===== src/rtl/vec_player_pkg.sv =====
package vec_player_pkg;

  localparam int SYM_W = 4;

  typedef enum logic [SYM_W-1:0] {
    SYM_LO      = 4'd0,
    SYM_HI      = 4'd1,
    SYM_PULSE_C = 4'd2,
    SYM_PULSE_K = 4'd3,
    SYM_EDGE_U  = 4'd4,
    SYM_EDGE_D  = 4'd5,
    SYM_DCARE   = 4'd6,
    SYM_FLOAT   = 4'd7,
    SYM_EXP_LO  = 4'd8,
    SYM_EXP_HI  = 4'd9,
    SYM_EXP_Z   = 4'd10
  } sym_e;

  typedef enum logic [2:0] {
    PH_IDLE,
    PH_APPLY,
    PH_WAIT1,
    PH_CLK0,
    PH_CLK1,
    PH_CLK2,
    PH_WAIT2,
    PH_SAMPLE
  } phase_e;

endpackage


===== src/rtl/vec_pin_lane.sv =====
module vec_pin_lane
  import vec_player_pkg::*;
(
  input  logic             clk,
  input  logic             rst,
  input  phase_e           phase,
  input  logic [SYM_W-1:0] sym,
  output logic             drv,
  output logic             drv_en
);

  always_ff @(posedge clk) begin
    if (rst) begin
      drv    <= 1'b0;
      drv_en <= 1'b0;
    end else begin
      case (phase)
        PH_APPLY: begin
          case (sym)
            SYM_LO: begin
              drv    <= 1'b0;
              drv_en <= 1'b1;
            end
            SYM_HI: begin
              drv    <= 1'b1;
              drv_en <= 1'b1;
            end
            SYM_PULSE_C, SYM_PULSE_K, SYM_EDGE_U, SYM_EDGE_D: begin
            end
            default: drv_en <= 1'b0;
          endcase
        end
        PH_CLK0: begin
          if (sym == SYM_PULSE_C) begin
            drv    <= 1'b0;
            drv_en <= 1'b1;
          end else if (sym == SYM_PULSE_K) begin
            drv    <= 1'b1;
            drv_en <= 1'b1;
          end
        end
        PH_CLK1: begin
          if (sym == SYM_PULSE_C || sym == SYM_EDGE_U) begin
            drv    <= 1'b1;
            drv_en <= 1'b1;
          end else if (sym == SYM_PULSE_K || sym == SYM_EDGE_D) begin
            drv    <= 1'b0;
            drv_en <= 1'b1;
          end
        end
        PH_CLK2: begin
          if (sym == SYM_PULSE_C) drv <= 1'b0;
          else if (sym == SYM_PULSE_K) drv <= 1'b1;
        end
        default: begin
        end
      endcase
    end
  end

endmodule


===== src/rtl/vec_pin_judge.sv =====
module vec_pin_judge
  import vec_player_pkg::*;
#(
  parameter int NPINS = 6
) (
  input  logic [NPINS*SYM_W-1:0] syms,
  input  logic [NPINS-1:0]       dut_out,
  input  logic [NPINS-1:0]       dut_oe,
  output logic [NPINS-1:0]       mismatch
);

  for (genvar i = 0; i < NPINS; i++) begin : g_pin
    logic [SYM_W-1:0] s;
    assign s = syms[i*SYM_W +: SYM_W];
    always_comb begin
      case (s)
        SYM_EXP_LO: mismatch[i] = !(dut_oe[i] && !dut_out[i]);
        SYM_EXP_HI: mismatch[i] = !(dut_oe[i] && dut_out[i]);
        SYM_EXP_Z:  mismatch[i] = dut_oe[i];
        default:    mismatch[i] = 1'b0;
      endcase
    end
  end

endmodule


===== src/rtl/vec_player.sv =====
module vec_player
  import vec_player_pkg::*;
#(
  parameter int NPINS    = 6,
  parameter int SETTLE_W = 8,
  parameter int FAIL_W   = 16
) (
  input  logic                   clk,
  input  logic                   rst,
  input  logic                   vec_valid,
  output logic                   vec_ready,
  input  logic [NPINS*SYM_W-1:0] vec_syms,
  input  logic [SETTLE_W-1:0]    settle_cnt,
  output logic [NPINS-1:0]       pin_drv,
  output logic [NPINS-1:0]       pin_drv_en,
  input  logic [NPINS-1:0]       dut_out,
  input  logic [NPINS-1:0]       dut_oe,
  output logic                   res_valid,
  output logic                   res_pass,
  output logic [NPINS-1:0]       res_mismatch,
  output logic [FAIL_W-1:0]      fail_count
);

  localparam int VEC_W = NPINS * SYM_W;

  phase_e              phase;
  logic [VEC_W-1:0]    syms_q;
  logic [SETTLE_W-1:0] settle_q;
  logic [SETTLE_W-1:0] wait_left;
  logic [NPINS-1:0]    mis_now;

  assign vec_ready = (phase == PH_IDLE);

  // Phase sequencer: level, settle, three clock steps, settle, sample.
  always_ff @(posedge clk) begin
    if (rst) begin
      phase     <= PH_IDLE;
      syms_q    <= '0;
      settle_q  <= '0;
      wait_left <= '0;
    end else begin
      case (phase)
        PH_IDLE: if (vec_valid) begin
          syms_q   <= vec_syms;
          settle_q <= settle_cnt;
          phase    <= PH_APPLY;
        end
        PH_APPLY: begin
          wait_left <= settle_q;
          phase     <= PH_WAIT1;
        end
        PH_WAIT1: begin
          if (wait_left == '0) phase <= PH_CLK0;
          else wait_left <= wait_left - 1'b1;
        end
        PH_CLK0: phase <= PH_CLK1;
        PH_CLK1: phase <= PH_CLK2;
        PH_CLK2: begin
          wait_left <= settle_q;
          phase     <= PH_WAIT2;
        end
        PH_WAIT2: begin
          if (wait_left == '0) phase <= PH_SAMPLE;
          else wait_left <= wait_left - 1'b1;
        end
        default: phase <= PH_IDLE;
      endcase
    end
  end

  for (genvar i = 0; i < NPINS; i++) begin : g_lane
    vec_pin_lane u_lane (
      .clk    (clk),
      .rst    (rst),
      .phase  (phase),
      .sym    (syms_q[i*SYM_W +: SYM_W]),
      .drv    (pin_drv[i]),
      .drv_en (pin_drv_en[i])
    );
  end

  vec_pin_judge #(.NPINS(NPINS)) u_judge (
    .syms     (syms_q),
    .dut_out  (dut_out),
    .dut_oe   (dut_oe),
    .mismatch (mis_now)
  );

  always_ff @(posedge clk) begin
    if (rst) begin
      res_valid    <= 1'b0;
      res_pass     <= 1'b0;
      res_mismatch <= '0;
      fail_count   <= '0;
    end else begin
      res_valid <= (phase == PH_SAMPLE);
      if (phase == PH_SAMPLE) begin
        res_pass     <= (mis_now == '0);
        res_mismatch <= mis_now;
        if (mis_now != '0) fail_count <= fail_count + 1'b1;
      end
    end
  end

endmodule


===== config.mk =====
export PLATFORM = sky130hd
export DESIGN_NAME = vec_player
export DESIGN_NICKNAME = d
export VERILOG_FILES = /design/src/rtl/vec_player_pkg.sv /design/src/rtl/vec_pin_lane.sv /design/src/rtl/vec_pin_judge.sv /design/src/rtl/vec_player.sv
export SDC_FILE = /design/constraint.sdc
export NUM_CORES = 1
export LEC_CHECK = 0
export BUFFER_PORTS_ARGS = -buffer_cell sky130_fd_sc_hd__buf_2
export CORE_ASPECT_RATIO = 0.8
export CORE_UTILIZATION = 61
export DETAILED_ROUTE_END_ITERATION = 7
export PLACE_DENSITY = 0.91
export SLEW_MARGIN = 20
export SYNTH_ARGS = -nofsm -noshare
export SYNTH_HDL_FRONTEND = slang
export SYNTH_SLANG_ARGS = --single-unit

===== constraint.sdc =====
create_clock -name clk -period 5.43 [get_ports clk]
set_input_delay 1.629 -clock clk [delete_from_list [all_inputs] [get_ports clk]]
set_output_delay 1.629 -clock clk [all_outputs]
set_load 0.02 [all_outputs]

==> results of run 1 <==
-- power breakdown --
part / internal (mW) / total, mW / leakage, nW / switching [mW]
clock: 0.265 / 0.506 / 0.108 / 0.241
combinational: 0.392 / 1.00 / 1.32 / 0.608
sequential: 0.693 / 0.847 / 0.644 / 0.154
total: 1.35 / 2.35 / 2.07 / 1.00
-- logic make-up (layout without fill, tap and decap cells) --
family / after synthesis / count (layout) / share of synthesized area
xor+xnor: 8 / 8 / 0.0150
mux: 32 / 32 / 0.0800
simple gates: 238 / 238 / 0.244
fa+ha+maj: 8 / 8 / 0.0215
buf+inv: 74 / 115 / 0.0800
flops: 79 / 79 / 0.340
compound gates: 156 / 156 / 0.220
-- how the worst min path moves through the flow --
stage	endpoint	slack, ns	cells past startpoint
global placement	res_mismatch[4]	0.45	2
floorplan	wait_left[5]	0.43	2
finish	settle_q[7]	0.46	2
global route	wait_left[5]	0.49	2
CTS	settle_q[7]	0.46	2
detailed placement	settle_q[7]	0.45	2
-- metal layers --
metal	up-vias	track usage	share of wire
li1	2127	-	-
met1	2045	0.410	0.45
met2	236	0.467	0.45
met3	15	0.0566	0.082
met4	0	0.0882	0.014
met5	-	0	0
-- layout make-up --
type | count | area (sq um)
Inverter | 15 | 56.3
Multi-Input combinational cell | 442 | 2710
Sequential cell | 79 | 1580
Timing Repair Buffer | 84 | 423
Tap cell | 105 | 131
Fill cell | 593 | 2260
Clock inverter | 7 | 104
Clock buffer | 9 | 124
-- layout by cell type, fill, tap and decap left out, types with 5 or more instances in the layout --
cell / netlist / routed
mux2_4: 9 / 9
nand4_1: 5 / 5
buf_2: 10 / 83
a211oi_1: 10 / 10
a32oi_1: 5 / 5
xnor2_1: 7 / 7
inv_1: 15 / 15
nor2_1: 51 / 51
mux2i_1: 17 / 17
o211a_1: 5 / 5
a21oi_2: 9 / 9
clkbuf_8: 0 / 9
o21ai_0: 10 / 10
nand2_1: 102 / 101
nor2b_1: 24 / 24
ha_1: 8 / 8
a21oi_1: 68 / 68
nand2b_1: 15 / 15
mux2_2: 6 / 6
nand3_1: 7 / 7
o22ai_1: 11 / 11
dfxtp_1: 79 / 79
-- flip-flops by register name, indices dropped and copies added (netlist names) --
signal	flops
phase	3
settle_q	8
wait_left	8
res_mismatch	6
g_lane.u_lane.drv	6
g_lane.u_lane.drv_en	6
res_valid	1
syms_q	24
res_pass	1
fail_count	16
-- worst register-to-register path, stage by stage, from the launching register on --
cell and delay [ns]:
dfxtp_1 0.59, mux2i_1 0.24, nor2_1 0.05, o211a_1 0.27, nor4_4 0.96, a21oi_1 0.27
mux2_2 0.34
-- through the flow --
| step | instance area, sq um | setup WS (ns) | total power [mW] |
|---|---|---|---|
| global placement | 4900 | 1.58 | 1.78 |
| CTS | 5130 | 1.90 | 2.33 |
| global route | 5130 | 1.82 | 2.51 |
| floorplan | 4660 | 2.31 | 1.67 |
| detailed placement | 4900 | 1.51 | 1.82 |
| finish | 5130 | 1.93 | 2.35 |
==> impl_results.md, run 1 <==
* Status: finished clean
* Ys Warns at 0
* CP bufs+invs at 1
* Placed cell count at 725
* Final nets at 686
* CP delay by family, top: simple AND/OR/NAND/NOR gates
* Area grow syn2layout at 10.2%
* IO buf count at 83
* Finished Layout Cells at 741
* Worst path cell trace: buf_2, mux2i_1, nor2_1, o211a_1, nor4_4, a21oi_1, mux2_2
* Post-DP HPWL at 7.66 mm
* Drt pass-1 iters at 5
* Mapped Avg Cell Area at 7.83 sq um
* Post-DR wirelength/cell at 15.3 um
* Final hold vios at 0
* Post-synth top area cell: dfxtp_1
* MaxCap Viol Count at 0
* CTS buffer count at 9
* Later-pin clock latency in the skew report at 0.37 ns
* Leading register cell type out of synthesis: dfxtp_1
* Post-route ant nets at 0
* Final setup viols at 0
* CP Data Arrival Time at 3.77 ns
* Pwr dens at 458 nW/um^2
* Inserted Diodes at 0
* FF-to-FF setup slack at 2.62 ns
* Unique masters post-synth at 55
* Count leader, synth: nand2_1
* DR vias/cell at 5.97
* Sink Count at 79
* Final period util at 0.645
* Ys async rst share at 0
* Worst Hold Launch: settle_q[7]
* RR Startpoint: syms_q[5]
* Worst Tran Pin Value at 1.10 ns
* Worst flop-to-flop path endpoint: fail_count[0]
* CP Class: primary input to flop
* Slowest CP cell: nor4_4
* Global-route wire length before repair at 18.7 mm
* Final Wtd Congestion at 0.857
* Min-Delay Path Class: flop to flop
* Endpoint class of the critical path: flop
* Core Area at 7390 sq um
* Post-synth EDFFs at 0
* Final Critical Period at 3.50 ns
* Crit path depth at 7
* Top cell type's share of synthesized area at 0.340
* Initial antenna violation count at 0
* Initial core utilization at 0.630
* # rows at 28
* Post-layout util at 0.694
* Die X-Extent at 99.7 um
* Synth Cell Area at 4660 sq um
* Via count at 4423
* CP endpoint: fail_count[0]
* Seq cells post-synth at 79
* Post-CTS sizing at 0
* Largest net degree at the start of global routing at 54
* Post-synth top cells: nand2_1 (102), dfxtp_1 (79), a21oi_1 (68)
* Sequential-to-total area share from yosys stat at 0.340
* Peak supply drop at 0.295 mV
* Final WL at 11.3 mm
* Cells on worst reg2reg path at 6
* H-tree levels at 3
* Drc violations at 0
* Setup TNS at 0 ns
* Critical path's largest stage delay at 0.95 ns
* Layout cell share with drive strength beyond 1 at 0.214
* Required @ worst endpoint at 5.70 ns
* Die ar. at 7990 sq um
* RSZ-0062 raised after global routing: false
* Slew Limit Headroom at 0.263
* Total GRT Usage at 0.296
* Overflow after GRT at 0
* Fmax at 286 MHz
* Vias in the first global route at 3935
* Clk slew on worst S/H paths at 0.09 ns
* CP Launch Type: primary input
* Die Y at 80.2 um
* Setup Skew at 0.00870 ns
* Cells taking the most area after synthesis: dfxtp_1 (34%), nand2_1 (8.2%), a21oi_1 (7.3%)
* Syn Inst Count at 595
* WHS at 0.460 ns
* Top Ports at 84
* CTS Buffer Depth at 2
* First-iteration detailed-routing DRC count at 419
* Post-CTS Setup Repair Bufs at 0
* Worst Path Max Fanout at 16
* Crit. Startpoint: dut_oe[3]
* Final slew viol count at 0
* Post-Syn Nets at 650
* CTS tree: built
* CTS Hold Bufs at 0
* Root buffer selected by CTS: clkbuf_8
* Pleak at 2.07 nW
No activity file was read; power rests on OpenSTA's default activity.
==> run 2, diff against run 1 <==
- CORE_UTILIZATION: 61 -> 51
- PLACE_DENSITY: 0.91 -> 0.82
- clock period: 5.43 -> 2.9 ns (I/O delays scaled with it)
==> run 2 against run 1 <==
Critical path depth decreased by 3. Register-to-register slack got worse by 2.1 ns. Critical path type is now flop to output port. Clock power increased by 110%. Hold slack got worse by 0.0025 ns.
==> impl_results.md, run 2 (same netlist as run 1, synthesis figures left out) <==
* Status: finished clean (unchanged)
* Final Critical Period at 2.64 ns
* Root buffer selected by CTS: clkbuf_16 (was clkbuf_8)
* Post-DR wirelength/cell at 15.1 um (was 15.3 um)
* WHS at 0.457 ns (was 0.460 ns)
* Die Y at 87.5 um (was 80.2 um)
* CP Launch Type: flop (was primary input)
* Endpoint class of the critical path: output port (was flop)
* Core Area at 8670 sq um (was 7390 sq um)
* Global-route wire length before repair at 19.0 mm (was 18.7 mm)
* Final hold vios at 0 (unchanged)
* Critical path's largest stage delay at 0.40 ns (was 0.95 ns)
* Design Area, Final at 5310 sq um (was 5130 sq um)
* Later-pin clock latency in the skew report at 0.34 ns (was 0.37 ns)
* Largest Register: syms_q (unchanged)
* Peak supply drop at 0.510 mV (was 0.295 mV)
* Most common cell after layout, fill and taps aside: nand2_1 (unchanged)
* Final period util at 0.909
* Worst flop-to-flop path endpoint: fail_count[12] (was fail_count[0])
* Largest net degree at the start of global routing at 44 (was 54)
* Drt pass-1 iters at 4 (was 5)
* Setup TNS at 0 ns (unchanged)
* Worst Tran Pin Value at 0.733 ns (was 1.10 ns)
* # rows at 30 (was 28)
* Top Ports at 84 (unchanged)
* H-tree levels at 3 (unchanged)
* Via count at 4409 (was 4423)
* CP delay by family, top: adder cells (was simple AND/OR/NAND/NOR gates)
* Total GRT Usage at 0.255 (was 0.296)
* Final WL at 11.5 mm (was 11.3 mm)
* Slowest CP cell: ha_1 (was nor4_4)
* CTS tree: built (unchanged)
* Crit path depth at 4 (was 7)
* Post-DP Area at 5030 sq um (was 4900 sq um)
* Die ar. at 9520 sq um (was 7990 sq um)
* CP bufs+invs at 2 (was 1)
* Post-CTS Setup Repair Bufs at 0 (unchanged)
* Final slew viol count at 0 (unchanged)
* Worst Path Max Fanout at 10 (was 16)
* Layout cell share with drive strength beyond 1 at 0.225 (was 0.214)
* CP endpoint: vec_ready (was fail_count[0])
* Post-CTS sizing at 0 (unchanged)
* Initial antenna violation count at 0 (unchanged)
* CP Class: flop to output port (was primary input to flop)
* Overflow after GRT at 0 (unchanged)
* Sink Count at 79 (unchanged)
* Drc violations at 0 (unchanged)
* IO buf count at 83 (unchanged)
* Inserted Diodes at 0 (unchanged)
* Max reg flops at 24 (unchanged)
* CTS buffer count at 9 (unchanged)
* DR vias/cell at 5.80 (was 5.97)
* Required @ worst endpoint at 2.03 ns (was 5.70 ns)
* Post-layout util at 0.612 (was 0.694)
* Slew Limit Headroom at 0.511 (was 0.263)
* FF-to-FF setup slack at 0.48 ns (was 2.62 ns)
* Initial core utilization at 0.537 (was 0.630)
* CTS Buffer Depth at 2 (unchanged)
* Crit. Startpoint: phase[0] (was dut_oe[3])
* Most frequent cells in the layout: nand2_1 (102), buf_2 (83), dfxtp_1 (79) (was nand2_1 (101), buf_2 (83), dfxtp_1 (79))
* Cells on worst reg2reg path at 6 (unchanged)
* Min-Delay Path Class: flop to flop (unchanged)
* CP Data Arrival Time at 1.77 ns (was 3.77 ns)
* Biggest regs: syms_q: 24 flops, fail_count: 16 flops (unchanged)
* Final nets at 698 (was 686)
* RSZ-0062 raised after global routing: false (unchanged)
* Die X-Extent at 109 um (was 99.7 um)
* Fmax at 379 MHz
* Final setup viols at 0 (unchanged)
* Pwr dens at 868 nW/um^2 (was 458 nW/um^2)
* Vias in the first global route at 3907 (was 3935)
* CTS Hold Bufs at 0 (unchanged)
* Clk slew on worst S/H paths at 0.07 ns (was 0.09 ns)
* Fillers at 759 (was 593)
* MaxCap Viol Count at 0 (unchanged)
* Post-route ant nets at 0 (unchanged)
* Pleak at 2.16 nW (was 2.07 nW)
* Post-DP HPWL at 8.30 mm (was 7.66 mm)
* Final Wtd Congestion at 0.873 (was 0.857)
* Setup Skew at 0.00850 ns (was 0.00870 ns)
* RR Startpoint: phase[1] (was syms_q[5])
* First-iteration detailed-routing DRC count at 292 (was 419)
* Area grow syn2layout at 13.9% (was 10.2%)
* Worst path cell trace: inv_1, ha_1, nor2b_1, buf_2 (was buf_2, mux2i_1, nor2_1, o211a_1, nor4_4, a21oi_1, mux2_2)
[run 2: cell count changes in the layout (fill, tap and decap cells not counted), sizes merged]
cell,previous run,this run
buf,84,96
bufinv,2,0
clkinvlp,2,4
[run 2: worst min path at each step]
stage	start	to	slack [ns]	cells after the start
6_report	res_mismatch[2]	res_mismatch[2]	0.46	2
5_1_grt	settle_q[2]	settle_q[2]	0.48	2
4_1_cts	res_mismatch[2]	res_mismatch[2]	0.46	2
3_5_place_dp	res_mismatch[2]	res_mismatch[2]	0.45	2
3_3_place_gp	res_mismatch[2]	res_mismatch[2]	0.45	2
2_1_floorplan	settle_q[5]	wait_left[5]	0.43	2
[run 2: worst min-delay path, delay by kind of cell (launching register included)]
family	cells	cell delay [ns]
compound gates	1	0.05
flops	1	0.31
simple gates	1	0.05
[run 2: through the flow]
step,worst slack (ns),instances,power (mW)
after floorplan,0.537,595,3.13
after detailed placement,0.246,744,3.50
after CTS,0.264,760,4.59
final,0.263,760,4.61
after global routing,0.172,760,4.90
after global placement,0.351,744,3.43
[run 2: power breakdown]
part,switching (mW),leakage (nW),internal [mW]
clock,0.496,0.125,0.589
combinational,1.15,1.39,0.805
sequential,0.270,0.644,1.30
total,1.91,2.16,2.69
[run 2: final cells by class]
cell class	count	area, sq um	share of cell area
repair buffers	96	538	0.101
inverters	15	56.3	0.0106
clock buffers	9	225	0.0424
clock inverters	7	56.3	0.0106
multi-input cells	442	2710	0.511
flip-flops and latches	79	1580	0.298
well taps	112	140	0.0264
[run 2: per-layer routing]
| metal | part of all wire | global-route usage | routed length (um) |
|---|---|---|---|
| met5 | 0 | 0 | 0 |
| met4 | 0.011 | 0.0725 | 128 |
| met3 | 0.081 | 0.0553 | 936 |
| met2 | 0.45 | 0.406 | 5210 |
| met1 | 0.45 | 0.347 | 5230 |
==> run 3, diff against run 2 <==
- CORE_UTILIZATION: 51 -> 50
- CTS_CLUSTER_DIAMETER: unset -> 100
- PLACE_DENSITY: 0.82 -> 0.81
==> run 3 against run 2 <==
Setup slack lost 0.021 ns. Combinational power is essentially flat. Global-route usage shrank 0.20 points. Fmax shrank 0.78%. Design area grew 0.90%. Routed wire length grew 1.5%. Via count shrank 1.1%. Clock skew shrank 0.0020 ns. Register-to-register slack lost 0.07 ns. Sequential share of layout area shrank 0.26 points.
==> impl_results.md, run 3 (same netlist as run 1, synthesis figures left out) <==
* Die ar. at 9710 sq um (was 9520 sq um)
* Final WS setup at 0.243 ns (was 0.263 ns)
* Final setup viols at 0 (unchanged)
* Worst path cell trace: inv_1, ha_1, nor2b_1, buf_2 (unchanged)
* Clk slew on worst S/H paths at 0.06 ns (was 0.07 ns)
* CTS Buffer Depth at 2 (unchanged)
* Final nets at 697 (was 698)
* CTS tree: built (unchanged)
* Pwr dens at 905 nW/um^2 (was 868 nW/um^2)
* CP Class: flop to output port (unchanged)
* Cells on worst reg2reg path at 6 (unchanged)
* H-tree levels at 3 (unchanged)
* Later-pin clock latency in the skew report at 0.34 ns (about the same)
* Post-layout util at 0.593 (was 0.612)
* Status: finished clean (unchanged)
* Via count at 4359 (was 4409)
* Pleak at 2.18 nW (was 2.16 nW)
* CTS Hold Bufs at 0 (unchanged)
* DR vias/cell at 5.72 (was 5.80)
* Root buffer selected by CTS: clkbuf_16 (unchanged)
* Die X-Extent at 110 um (was 109 um)
* Largest net degree at the start of global routing at 51 (was 44)
* Setup TNS at 0 ns (unchanged)
* Initial antenna violation count at 0 (unchanged)
* Final Critical Period at 2.66 ns (was 2.64 ns)
* Post-DP HPWL at 8.32 mm (was 8.30 mm)
* Initial core utilization at 0.515 (was 0.537)
* # rows at 31 (was 30)
* Worst Path Max Fanout at 10 (unchanged)
* Final WL at 11.7 mm (was 11.5 mm)
* CP bufs+invs at 2 (unchanged)
* Worst Hold Launch: res_mismatch[5] (was res_mismatch[2])
* Largest Register: syms_q (unchanged)
* CTS buffer count at 9 (unchanged)
* Slew Limit Headroom at 0.429 (was 0.511)
* Fmax at 376 MHz (was 379 MHz)
* Core Area at 9040 sq um (was 8670 sq um)
* Worst Tran Pin Value at 0.857 ns (was 0.733 ns)
* Max reg flops at 24 (unchanged)
* Drt pass-1 iters at 5 (was 4)
* Inserted Diodes at 0 (unchanged)
* Global-route wire length before repair at 19.0 mm (unchanged)
* Min-Delay Path Class: flop to flop (unchanged)
* Post-DP Area at 5010 sq um (was 5030 sq um)
* Final hold vios at 0 (unchanged)
* Max Used Layer: met4 (unchanged)
* Final period util at 0.916 (was 0.909)
* First-iteration detailed-routing DRC count at 301 (was 292)
* IO buf count at 83 (unchanged)
* Total GRT Usage at 0.253 (was 0.255)
* Drc violations at 0 (unchanged)
* CP Launch Type: flop (unchanged)
* MaxCap Viol Count at 0 (unchanged)
* Peak supply drop at 0.687 mV (was 0.510 mV)
* Final slew viol count at 0 (unchanged)
* Critical path's largest stage delay at 0.41 ns (was 0.40 ns)
* Slowest CP cell: ha_1 (unchanged)
* Wl on met1 at 5.55 mm (was 5.23 mm)
* Most common cell after layout, fill and taps aside: nand2_1 (unchanged)
* Worst flop-to-flop path endpoint: g_lane[4].u_lane.drv_en (was fail_count[12])
* Design Area, Final at 5360 sq um (was 5310 sq um)
* RSZ-0062 raised after global routing: false (unchanged)
* Most frequent cells in the layout: nand2_1 (102), buf_2 (83), dfxtp_1 (79) (unchanged)
* Post-route ant nets at 0 (unchanged)
* Layout cell share with drive strength beyond 1 at 0.224 (was 0.225)
* Biggest regs: syms_q: 24 flops, fail_count: 16 flops (unchanged)
* CP delay by family, top: adder cells (unchanged)
* WL met2 at 5.06 mm (was 5.21 mm)
* RR Startpoint: phase[0] (was phase[1])
* WHS Path Cells at 2 (unchanged)
* Die Y at 88.3 um (was 87.5 um)
* WHS Endpoint: res_mismatch[5] (was res_mismatch[2])
* Overflow after GRT at 0 (unchanged)
* Endpoint class of the critical path: output port (unchanged)
* FF-to-FF setup slack at 0.41 ns (was 0.48 ns)
* Sink Count at 79 (unchanged)
* Final Wtd Congestion at 0.916 (was 0.873)
* Setup Skew at 0.00650 ns (was 0.00850 ns)
* Post-CTS Setup Repair Bufs at 0 (unchanged)
* CP Data Arrival Time at 1.79 ns (was 1.77 ns)
* Post-CTS sizing at 0 (unchanged)
* Post-DR wirelength/cell at 15.3 um (was 15.1 um)
* Met3 wire length at 911 um (was 936 um)
* Area grow syn2layout at 15.0% (was 13.9%)
* Required @ worst endpoint at 2.03 ns (about the same)
* Setup slack at placement at 0.325 ns (was 0.246 ns)
* Vias in the first global route at 3871 (was 3907)
* Top Ports at 84 (unchanged)
## run 3: cell types whose count changed in the layout (fill, tap and decap cells not counted), sizes merged
cell / previous run / this run
bufinv: 0 / 3
clkinvlp: 4 / 1
clkinv: 0 / 2
inv: 18 / 16
buf: 96 / 95
## run 3: per-layer routing
layer / global-route usage / up-vias
met5: 0 / -
met4: 0.0885 / 0
met3: 0.0560 / 17
met2: 0.376 / 176
met1: 0.361 / 2010
li1: - / 2156
## run 3: where the power goes
group	switching, mW	internal (mW)
registers	0.274	1.30
clock network	0.476	0.844
logic	1.15	0.797
## run 3: layout make-up
type                    count  area [sq um]
clock buffers               9           225
clock inverters             7           120
fillers                   803          3680
inverters                  15          56.3
multi-input cells         442          2710
flip-flops and latches     79          1580
well taps                 115           144
repair buffers             95           518
## run 3: worst min-delay path, delay by kind of cell, from the launching register on
kind / cells / cell delay, ns
flip-flops: 1 / 0.31
AND/OR/NAND/NOR: 1 / 0.05
AO/OA/AOI/OAI: 1 / 0.05
## run 3: worst max path at each step
stage               from             to  depth (start not counted)  slack, ns
6_report        phase[0]      vec_ready                          4       0.24
5_1_grt         phase[1]      vec_ready                          4       0.20
4_1_cts         phase[0]      vec_ready                          4       0.28
3_5_place_dp   dut_oe[1]  fail_count[7]                          8       0.32
3_3_place_gp   dut_oe[1]  fail_count[7]                          8       0.34
2_1_floorplan  dut_oe[1]  fail_count[3]                          7       0.54
## run 3: stage by stage
step / std cells / hold slack (ns) / total power, mW
after floorplan: 595 / 0.432 / 3.13
after global placement: 746 / 0.446 / 3.43
after detailed placement: 746 / 0.455 / 3.51
after CTS: 762 / 0.462 / 4.84
after global routing: 762 / 0.484 / 5.15
final: 762 / 0.466 / 4.84
